[config.mk]
export PLATFORM = sky130hd
export DESIGN_NAME = carry_alu
export DESIGN_NICKNAME = d
export VERILOG_FILES = /design/src/rtl/carry_alu.sv
export SDC_FILE = /design/constraint.sdc
export NUM_CORES = 1
export LEC_CHECK = 0
export BUFFER_PORTS_ARGS = -buffer_cell sky130_fd_sc_hd__buf_2
export CAP_MARGIN = 0
export CORE_MARGIN = 3
export CORE_UTILIZATION = 55
export CTS_BUF_LIST = sky130_fd_sc_hd__clkbuf_4 sky130_fd_sc_hd__clkbuf_8
export DETAILED_ROUTE_END_ITERATION = 8
export GPL_TIMING_DRIVEN = 1
export PLACE_DENSITY = 0.85
export SYNTH_ARGS = -nofsm -noshare
export SYNTH_HDL_FRONTEND = slang
export SYNTH_SLANG_ARGS = --single-unit
[constraint.sdc]
create_clock -name clk -period 6.3 [get_ports clk]
set_input_delay 0.63 -clock clk [delete_from_list [all_inputs] [get_ports clk]]
set_output_delay 0.63 -clock clk [all_outputs]
set_load 0.02 [all_outputs]
[src/rtl/carry_alu.sv]
module carry_alu #(
  parameter int WIDTH = 32
) (
  input  logic             clk,
  input  logic             rst,
  input  logic             en,
  input  logic [4:0]       op,
  input  logic [WIDTH-1:0] a,
  input  logic [WIDTH-1:0] b,
  output logic [WIDTH-1:0] result,
  output logic             carry,
  output logic             illegal
);
  localparam logic [4:0] OP_ADD  = 5'd0;
  localparam logic [4:0] OP_ADC  = 5'd1;
  localparam logic [4:0] OP_SUB  = 5'd2;
  localparam logic [4:0] OP_SBB  = 5'd3;
  localparam logic [4:0] OP_XOR  = 5'd8;
  localparam logic [4:0] OP_OR   = 5'd9;
  localparam logic [4:0] OP_AND  = 5'd10;
  localparam logic [4:0] OP_ANDN = 5'd11;
  localparam logic [4:0] OP_NAND = 5'd12;

  logic             carry_q;
  logic [WIDTH:0]   sum_w;
  logic [WIDTH:0]   diff_w;
  logic             add_cin;
  logic             sub_bin;
  logic             is_arith;
  logic             carry_nxt;

  assign is_arith = (op[4:2] == 3'b000);
  assign add_cin  = (op == OP_ADC) & carry_q;
  assign sub_bin  = (op == OP_SBB) & ~carry_q;
  assign sum_w    = {1'b0, a} + {1'b0, b} + {{WIDTH{1'b0}}, add_cin};
  assign diff_w   = {1'b0, a} - {1'b0, b} - {{WIDTH{1'b0}}, sub_bin};
  assign carry_nxt = op[1] ? ~diff_w[WIDTH] : sum_w[WIDTH];

  always_comb begin
    result  = '0;
    illegal = 1'b0;
    case (op)
      OP_ADD, OP_ADC: result = sum_w[WIDTH-1:0];
      OP_SUB, OP_SBB: result = diff_w[WIDTH-1:0];
      OP_XOR:         result = a ^ b;
      OP_OR:          result = a | b;
      OP_AND:         result = a & b;
      OP_ANDN:        result = a & ~b;
      OP_NAND:        result = ~(a & b);
      default:        illegal = 1'b1;
    endcase
  end

  always_ff @(posedge clk) begin
    if (rst)                carry_q <= 1'b0;
    else if (en && is_arith) carry_q <= carry_nxt;
  end

  assign carry = carry_q;

  AST_RESET_CLEARS: assert property (@(posedge clk) rst |=> !carry);
  AST_HOLD_NO_EN: assert property (@(posedge clk) disable iff (rst) !en |=> $stable(carry));
  AST_BITWISE_KEEPS: assert property (@(posedge clk) disable iff (rst) (en && op[3] && !illegal) |=> $stable(carry));
  AST_ILLEGAL_ZERO: assert property (@(posedge clk) disable iff (rst) illegal |-> (result == '0));
  AST_ILLEGAL_KEEPS: assert property (@(posedge clk) disable iff (rst) illegal |=> $stable(carry));
  AST_SUB_EQUAL_NOBORROW: assert property (@(posedge clk) disable iff (rst) (en && op == OP_SUB && a == b) |=> carry);
endmodule

==> results.toml, run 1 <==
[route]
dr_total_vias = 7056
count_of_unresolved_drc_violations_after_routing = 0
route.antenna.remaining_nets = 0
post_drt_wl_per_cell_um = 17.1
finalWirelength_mm = 19.1
drt-initial-drc-count = 761
route.met3.wl_mm = 1.97
met2WireLength_mm = 8.30
drt_pre_antenna_iters = 5
sum_of_routed_wire_segments_on_met1_mm = 8.24
post_drt_via_cell_ratio = 6.33
route.top_layer_used = "met4"

[sta]
timing.final.crit_share_pct = 89.6
final.min_clock_period_ps = 5640
tightestPinTransition_ps = 954
slew_headroom_pct = 36.4
setup-violations-final = 0
unrepaired_setup_endpoints_after_global_routing = "false"
finalClockSkew_ps = 0
final-max-slew-violation-count = 0
tns_ps = 0
fmax_ghz = 0.177
hold_violations = 0

[pwr]
internal-power_uw = 288
leakagePower_uw = 0.00363
seq_power_share_pct = 1.0
pwr_density_cell_nw_per_um2 = 101
ir_drop_mv = 0.0663
p_sw_share_pct = 59.5
share_comb_of_total_power_pct = 99.0
power.net_switching_uw = 423
clock_power_share_pct = 0

[floorplanning]
floorplan.initialDensity_pct = 57.9
coreArea_um2 = 11200
placement_rows = 38
io-pin-count = 106
chipHeight_um = 114
design.die.area_um2 = 13100
die_width_um = 114

[clock_tree]
worst_setup_hold_path_clk_slew_ps = 0
clock_latency_ps = 0
cts-hold-fix-buffers = 0
ctsResizeCount = 0
cts_setup_buffers = 0

[setup_path]
cp_max_fo = 11
worstPathArrival_ps = 5010
worstRegToRegCells = 15
cp-end-kind = "output port"
critPathKind = "input pin to output port"
timing.rr.start = "carry"
timing.critical_path.cells = "buf_2, nor3_1, buf_4, nand2_1, nor3b_1, fa_1, inv_1, ha_1, nor2_1, fa_1, nor3b_1, o21ai_1, o21ai_2, a211oi_1, o31a_1, a31o_1, xnor2_1, a21oi_1, a211o_1, buf_2"
timing.critical_path.from_type = "input pin"
slowest_stage = "fa_1"
r2r_end = "carry"
ff2ff_setup_slack_ps = 2540
crit_required_ps = 5670
critical_path.max_stage_delay_ps = 480

[synthesis]
synth_largest_area_cell = "ha_1"
synthesis.nets = 1149
postSynthAreaPerCell_um2 = 7.07
synth-edff-count = 0
async_reset_ff_share_pct = 0
synth.most_common_cell = "ha_1"
synth_sequential_area_ratio_pct = 0.310
syn_area_um2 = 6470
synth_commonest_cells = "158 x ha_1, 113 x inv_1, 71 x nand2_1"
netlist_top_cells_area = "ha_1 31%, inv_1 6.6%, a21oi_1 5.0%"
number_of_warnings_issued_by_yosys = 0
ys_dominant_reg_cell = "dfxtp_1"
ys_ff_latch = 1
synth_top_area_share_pct = 30.6
ys_types = 74
syn-instance-count = 915

[final_layout]
final_layout_size_suffix_gt1_share_pct = 13.5
antenna-diode-count = 0
fill_cell_count = 1026
area_growth_syn_to_layout_pct = 8.63
largest_reg_flops = 1
final_area_um2 = 7020
finalNetCount = 1211
final_util_pct = 62.9

[place]
buffer_ports.inserted = 105
place_congestion = 0.999
detailedPlacementHpwl_mm = 14.8
placement.cell_area_um2 = 7020

[worst_hold_path]
min_delay_path_depth = 2
timing.hold.worst.start = "carry"
hold_path.class = "flip-flop to flip-flop"
min_to = "carry"

[global_routing]
grt_first_pass_wirelength_mm = 30.8
aggregate_global_routing_overflow = 0
gr_usage_total_pct = 27.7
grt_pass1_vias = 6481
maximum_number_of_pins_on_one_net_before_global_route_repair = 58
antenna_found_initial = 0

[job]
drv.max_cap_violation_count = 0

[outcome]
run_status = "complete, no violations"
[final cells by class]
type / instances / area, um^2 / area share [%]
inverters: 113 / 424 / 6.04
multi-input cells: 748 / 5820 / 82.8
repair buffers: 113 / 586 / 8.34
flip-flops and latches: 1 / 20.0 / 0.285
well taps: 140 / 175 / 2.49
[through the flow]
step | hold WS [ps] | total power (uW) | worst slack, ps | std cells
CTS | 569 | 697 | 695 | 1115
global route | 593 | 779 | 277 | 1115
detailed placement | 578 | 693 | 702 | 1115
finish | 583 | 710 | 658 | 1115
floorplan | 582 | 522 | 1110 | 915
global placement | 568 | 686 | 803 | 1115
[cells by family (layout without fill, tap and decap cells)]
family          Yosys count  count (layout)  synth area share, %
compound gates          323             323                 34.9
mux                      14              14                 2.21
simple gates            205             205                 15.1
flops                     1               1                0.310
xor+xnor                 44              44                 5.96
fa+ha+maj               162             162                 31.8
buf+inv                 166             226                 9.77
[layout by cell type (no fill, tap or decap), types with 9 or more instances in the layout]
master | synthesis | final
xnor2_1 | 27 | 27
nor3_1 | 12 | 12
o21ai_0 | 51 | 51
mux2i_1 | 12 | 12
nand3_1 | 12 | 12
a31oi_1 | 12 | 12
nor2b_1 | 10 | 10
a21o_1 | 38 | 38
a221o_1 | 12 | 12
a21oi_1 | 64 | 64
o221ai_1 | 27 | 27
inv_1 | 113 | 113
ha_1 | 158 | 158
buf_2 | 6 | 105
a221oi_1 | 13 | 13
nand2_1 | 71 | 71
o211ai_1 | 9 | 9
nand2b_1 | 9 | 9
nor2_1 | 52 | 52
xor2_1 | 17 | 17
o21ai_1 | 11 | 11
a22oi_1 | 22 | 22
[critical path, delay by kind of cell]
kind / cells / cell delay [ps]
XOR/XNOR: 1 / 130
AND/OR/NAND/NOR: 5 / 1050
adder cells (fa/ha/maj): 3 / 1040
buffers and inverters: 4 / 540
AO/OA/AOI/OAI: 7 / 1590
[power groups by stage]
stage / logic, uW / clock network, uW / registers, uW
floorplan: 515 / 0 / 7.05
global placement: 679 / 0 / 6.95
detailed placement: 686 / 0 / 6.96
CTS: 690 / 0 / 6.95
global route: 772 / 0 / 6.98
finish: 703 / 0 / 6.98
[worst max path at each step]
stage	cells after the start	start	end	slack, ps
5_1_grt	20	op[3]	result[30]	280
2_1_floorplan	19	op[1]	result[30]	1110
3_3_place_gp	20	op[3]	result[30]	800
6_report	20	op[3]	result[30]	660
4_1_cts	20	op[3]	result[30]	700
3_5_place_dp	20	op[3]	result[30]	700
[routing by layer]
metal | vias up | global-route usage [%]
met3 | 64 | 2.06
met1 | 3195 | 39.5
met5 | - | 0
li1 | 3407 | -
met4 | 0 | 7.84
met2 | 390 | 44.8
Power figures use the tool's default switching activity.
==> inputs of run 2 (changes only) <==
--- a/config.mk
+++ b/config.mk
@@ -5,7 +5,7 @@
 export SDC_FILE = /design/constraint.sdc
 export NUM_CORES = 1
 export LEC_CHECK = 0
-export BUFFER_PORTS_ARGS = -buffer_cell sky130_fd_sc_hd__buf_2
+export BUFFER_PORTS_ARGS = -buffer_cell sky130_fd_sc_hd__buf_4
 export CAP_MARGIN = 0
 export CORE_MARGIN = 3
 export CORE_UTILIZATION = 55
==> results.toml, run 2 (synthesized netlist as in run 1, its figures left out) <==
[outcome]
run_status = "complete, no violations"

[place]
dp_slack_ps = 976
place_congestion = 0.961
detailedPlacementHpwl_mm = 15.3
buffer_ports.inserted = 105

[final_layout]
area_growth_syn_to_layout_pct = 12.8
final_util_pct = 65.3
final_layout_size_suffix_gt1_share_pct = 13.6
largest_reg_flops = 1
finalNetCount = 1212
layout_common_cells = "158 x ha_1, 114 x buf_4, 113 x inv_1"
most_common_cell_after_layout_fill_and_taps_aside = "ha_1"
antenna-diode-count = 0

[route]
dr_total_vias = 7144
route.antenna.remaining_nets = 0
finalWirelength_mm = 19.6
post_drt_wl_per_cell_um = 17.5
count_of_unresolved_drc_violations_after_routing = 0
drt-initial-drc-count = 668
post_drt_via_cell_ratio = 6.40
drt_pre_antenna_iters = 6

[sta]
hold_violations = 0
setup-violations-final = 0
final.setup.worst_slack_ps = 870
final-max-slew-violation-count = 0
fmax_ghz = 0.184
unrepaired_setup_endpoints_after_global_routing = "false"
slew_headroom_pct = 35.6
finalClockSkew_ps = 0
final.min_clock_period_ps = 5430
timing.final.crit_share_pct = 86.2
tightestPinTransition_ps = 966
tns_ps = 0

[global_routing]
antenna_found_initial = 0
grt.busiest_layer = "met2"
maximum_number_of_pins_on_one_net_before_global_route_repair = 58
gr_usage_total_pct = 28.2
use_met1_pct = 38.6
grt.met3_usage_pct = 3.44
gr-usage-met2_pct = 46.6
grt_pass1_vias = 6559
grt_first_pass_wirelength_mm = 31.3
aggregate_global_routing_overflow = 0

[setup_path]
slowest_stage = "or3_1"
timing.critical_path.cells = "buf_4, or3_1, nor2_1, nand3_1, fa_1, fa_1, and2b_1, o31a_1, nor4_2, o31ai_2, a31o_2, nand3_2, o31ai_2, xor2_1, a221o_1, buf_4"
worstPathArrival_ps = 4800
timing.critical_path.from_type = "input pin"
critical_path.max_stage_delay_ps = 540
cp_top_family = "compound AO/OA/AOI/OAI gates"
cp_max_fo = 8
crit_required_ps = 5670
cp-end-kind = "output port"
critPathKind = "input pin to output port"
cp.buffers_inverters = 2

[floorplanning]
placement_rows = 38
coreArea_um2 = 11200
chipHeight_um = 114
floorplan.initialDensity_pct = 57.9
design.die.area_um2 = 13100
io-pin-count = 106
die_width_um = 114

[pwr]
leakagePower_uw = 0.00370
p_total_uw = 741
pwr_density_cell_nw_per_um2 = 102
ir_drop_mv = 0.0646

[clock_tree]
clock_latency_ps = 0
cts-hold-fix-buffers = 0
cts_setup_buffers = 0
ctsResizeCount = 0
worst_setup_hold_path_clk_slew_ps = 0

[job]
drv.max_cap_violation_count = 0

[worst_hold_path]
hold_path.class = "flip-flop to flip-flop"
## run 2: path summary, 6_finish.rpt
check	from	endpoint	slack, ps	cells after the start
worst max-delay path	op[3]	result[28]	870	16
worst min-delay path	carry	carry	600	2
worst max register to register	carry	carry	2440	15
worst min register to register	carry	carry	600	2
## run 2: per-layer routing
metal	share of wire, %	wire (um)
met1	42	8230
met2	45	8800
met3	9.8	1920
met4	3.2	629
met5	0	0
## run 2: final cells by class
class                           count  area [um^2]
Multi-Input combinational cell    748         5820
Inverter                          113          424
Fill cell                        1032         3880
Timing Repair Buffer              114          856
Sequential cell                     1         20.0
Tap cell                          140          175
## run 2: stage by stage
step | hold WS (ps) | std cells | instance area (um^2)
finish | 605 | 1116 | 7290
global route | 615 | 1116 | 7290
floorplan | 582 | 915 | 6470
global placement | 579 | 1116 | 7290
CTS | 593 | 1116 | 7290
detailed placement | 596 | 1116 | 7290
## run 2: worst reg2reg max path, stage by stage, from the launching register on
cell and delay (ps):
dfxtp_1 340, nor3b_1 280, fa_1 490, inv_1 70, ha_1 160, nor2_1 60
fa_1 410, nor3b_1 150, o21ai_1 290, o21ai_2 110, a211oi_1 260, o31a_1 310
a31o_1 260, a2111o_1 160, a21boi_1 60, o31ai_1 320
## run 2: power by group
| part | switching, uW | total, uW | internal (uW) |
|---|---|---|---|
| registers | 0.322 | 6.98 | 6.66 |
| clock network | 0 | 0 | 0 |
| logic | 428 | 734 | 305 |
| total | 429 | 741 | 312 |
==> inputs of run 3 (changes only) <==
--- a/config.mk
+++ b/config.mk
@@ -12,7 +12,7 @@
 export CTS_BUF_LIST = sky130_fd_sc_hd__clkbuf_4 sky130_fd_sc_hd__clkbuf_8
 export DETAILED_ROUTE_END_ITERATION = 8
 export GPL_TIMING_DRIVEN = 1
-export PLACE_DENSITY = 0.85
+export PLACE_DENSITY = 0.78
 export SYNTH_ARGS = -nofsm -noshare
 export SYNTH_HDL_FRONTEND = slang
 export SYNTH_SLANG_ARGS = --single-unit
==> results.toml, run 3 (synthesized netlist as in run 1, its figures left out) <==
[sta]
hold_violations = 0
tns_ps = 0
final.min_clock_period_ps = 5380
tightestPinTransition_ps = 921
slew_headroom_pct = 38.6
fmax_ghz = 0.186
timing.final.crit_share_pct = 85.4
final-max-slew-violation-count = 0
setup-violations-final = 0
finalClockSkew_ps = 0
unrepaired_setup_endpoints_after_global_routing = "false"

[place]
buffer_ports.inserted = 105
place_congestion = 0.954
detailedPlacementHpwl_mm = 14.9
dp_cells = 1116

[final_layout]
finalNetCount = 1212
most_common_cell_after_layout_fill_and_taps_aside = "ha_1"
multi_input_comb_area_um2 = 5820
area_growth_syn_to_layout_pct = 12.8
largest_reg_flops = 1
final_layout_size_suffix_gt1_share_pct = 13.6
antenna-diode-count = 0
layout_common_cells = "158 x ha_1, 114 x buf_4, 113 x inv_1"
layout.area.seq_um2 = 20.0
fill_cell_count = 1059
final_util_pct = 65.3
layoutNonFillerInstCount = 1116

[global_routing]
antenna_found_initial = 0
gr_usage_total_pct = 27.2
grt_first_pass_wirelength_mm = 30.2
maximum_number_of_pins_on_one_net_before_global_route_repair = 58
grt_pass1_vias = 6120
aggregate_global_routing_overflow = 0

[worst_hold_path]
timing.hold.worst.start = "carry"
hold_path.class = "flip-flop to flip-flop"
min_delay_path_depth = 2

[route]
count_of_unresolved_drc_violations_after_routing = 0
dr_total_vias = 6893
drt_pre_antenna_iters = 6
finalWirelength_mm = 18.7
route.antenna.remaining_nets = 0
drt-initial-drc-count = 549
post_drt_via_cell_ratio = 6.18
post_drt_wl_per_cell_um = 16.8

[setup_path]
timing.rr.start = "carry"
timing.critical_path.from_type = "input pin"
critPathKind = "input pin to output port"
cp_max_fo = 8
worstPathArrival_ps = 4750
crit_required_ps = 5670
crit_path_start = "op[3]"
cp-end-kind = "output port"
worstRegToRegCells = 14

[pwr]
leakagePower_uw = 0.00370
ir_drop_mv = 0.0494
p_total_uw = 732
pwr_density_cell_nw_per_um2 = 100

[floorplanning]
placement_rows = 38
design.die.area_um2 = 13100
chipHeight_um = 114
floorplan.initialDensity_pct = 57.9
coreArea_um2 = 11200
die_width_um = 114
io-pin-count = 106

[clock_tree]
cts-hold-fix-buffers = 0
cts_setup_buffers = 0
ctsResizeCount = 0
worst_setup_hold_path_clk_slew_ps = 0
clock_latency_ps = 0

[outcome]
run_status = "complete, no violations"

[job]
drv.max_cap_violation_count = 0
run 3: cell counts in the layout (fill, tap and decap cells not counted):
No cell type changed its count.
run 3: critical path, cell delays in order:
cell	delay [ps]
buf_4	120
or3_1	550
nor2_1	200
nand3_1	110
fa_1	420
fa_1	390
and2b_1	220
o31a_1	220
nor4_2	80
o31ai_2	430
a31o_2	310
nand3_2	140
o31ai_2	280
xor2_1	110
a221o_1	370
buf_4	160
run 3: worst paths after layout:
path,endpoint,slack (ps)
hold / removal,carry,540
setup / recovery,result[28],920
hold reg to reg,carry,540
setup reg to reg,carry,2610
run 3: power breakdown:
group          switching [uW]  total (uW)  internal [uW]
registers               0.263        6.92           6.66
logic                     420         725            305
clock network               0           0              0
run 3: cell type report:
type | count | share of cell area, %
well taps | 140 | 2.40
repair buffers | 114 | 11.7
flip-flops and latches | 1 | 0.274
inverters | 113 | 5.81
multi-input cells | 748 | 79.8
run 3: stage by stage:
step / setup WS, ps / hold slack, ps / cell area (um^2)
floorplan: 1110 / 582 / 6470
global placement: 1070 / 553 / 7290
detailed placement: 996 / 537 / 7290
CTS: 983 / 534 / 7290
global route: 722 / 565 / 7290
finish: 918 / 542 / 7290
run 3: per-layer routing:
metal / GRT usage, % / up-vias / part of all wire (%)
li1: - / 3399 / -
met1: 40.2 / 3150 / 44
met2: 44.5 / 325 / 45
met3: 1.22 / 19 / 9.2
met4: 3.48 / 0 / 0.99
met5: 0 / - / 0
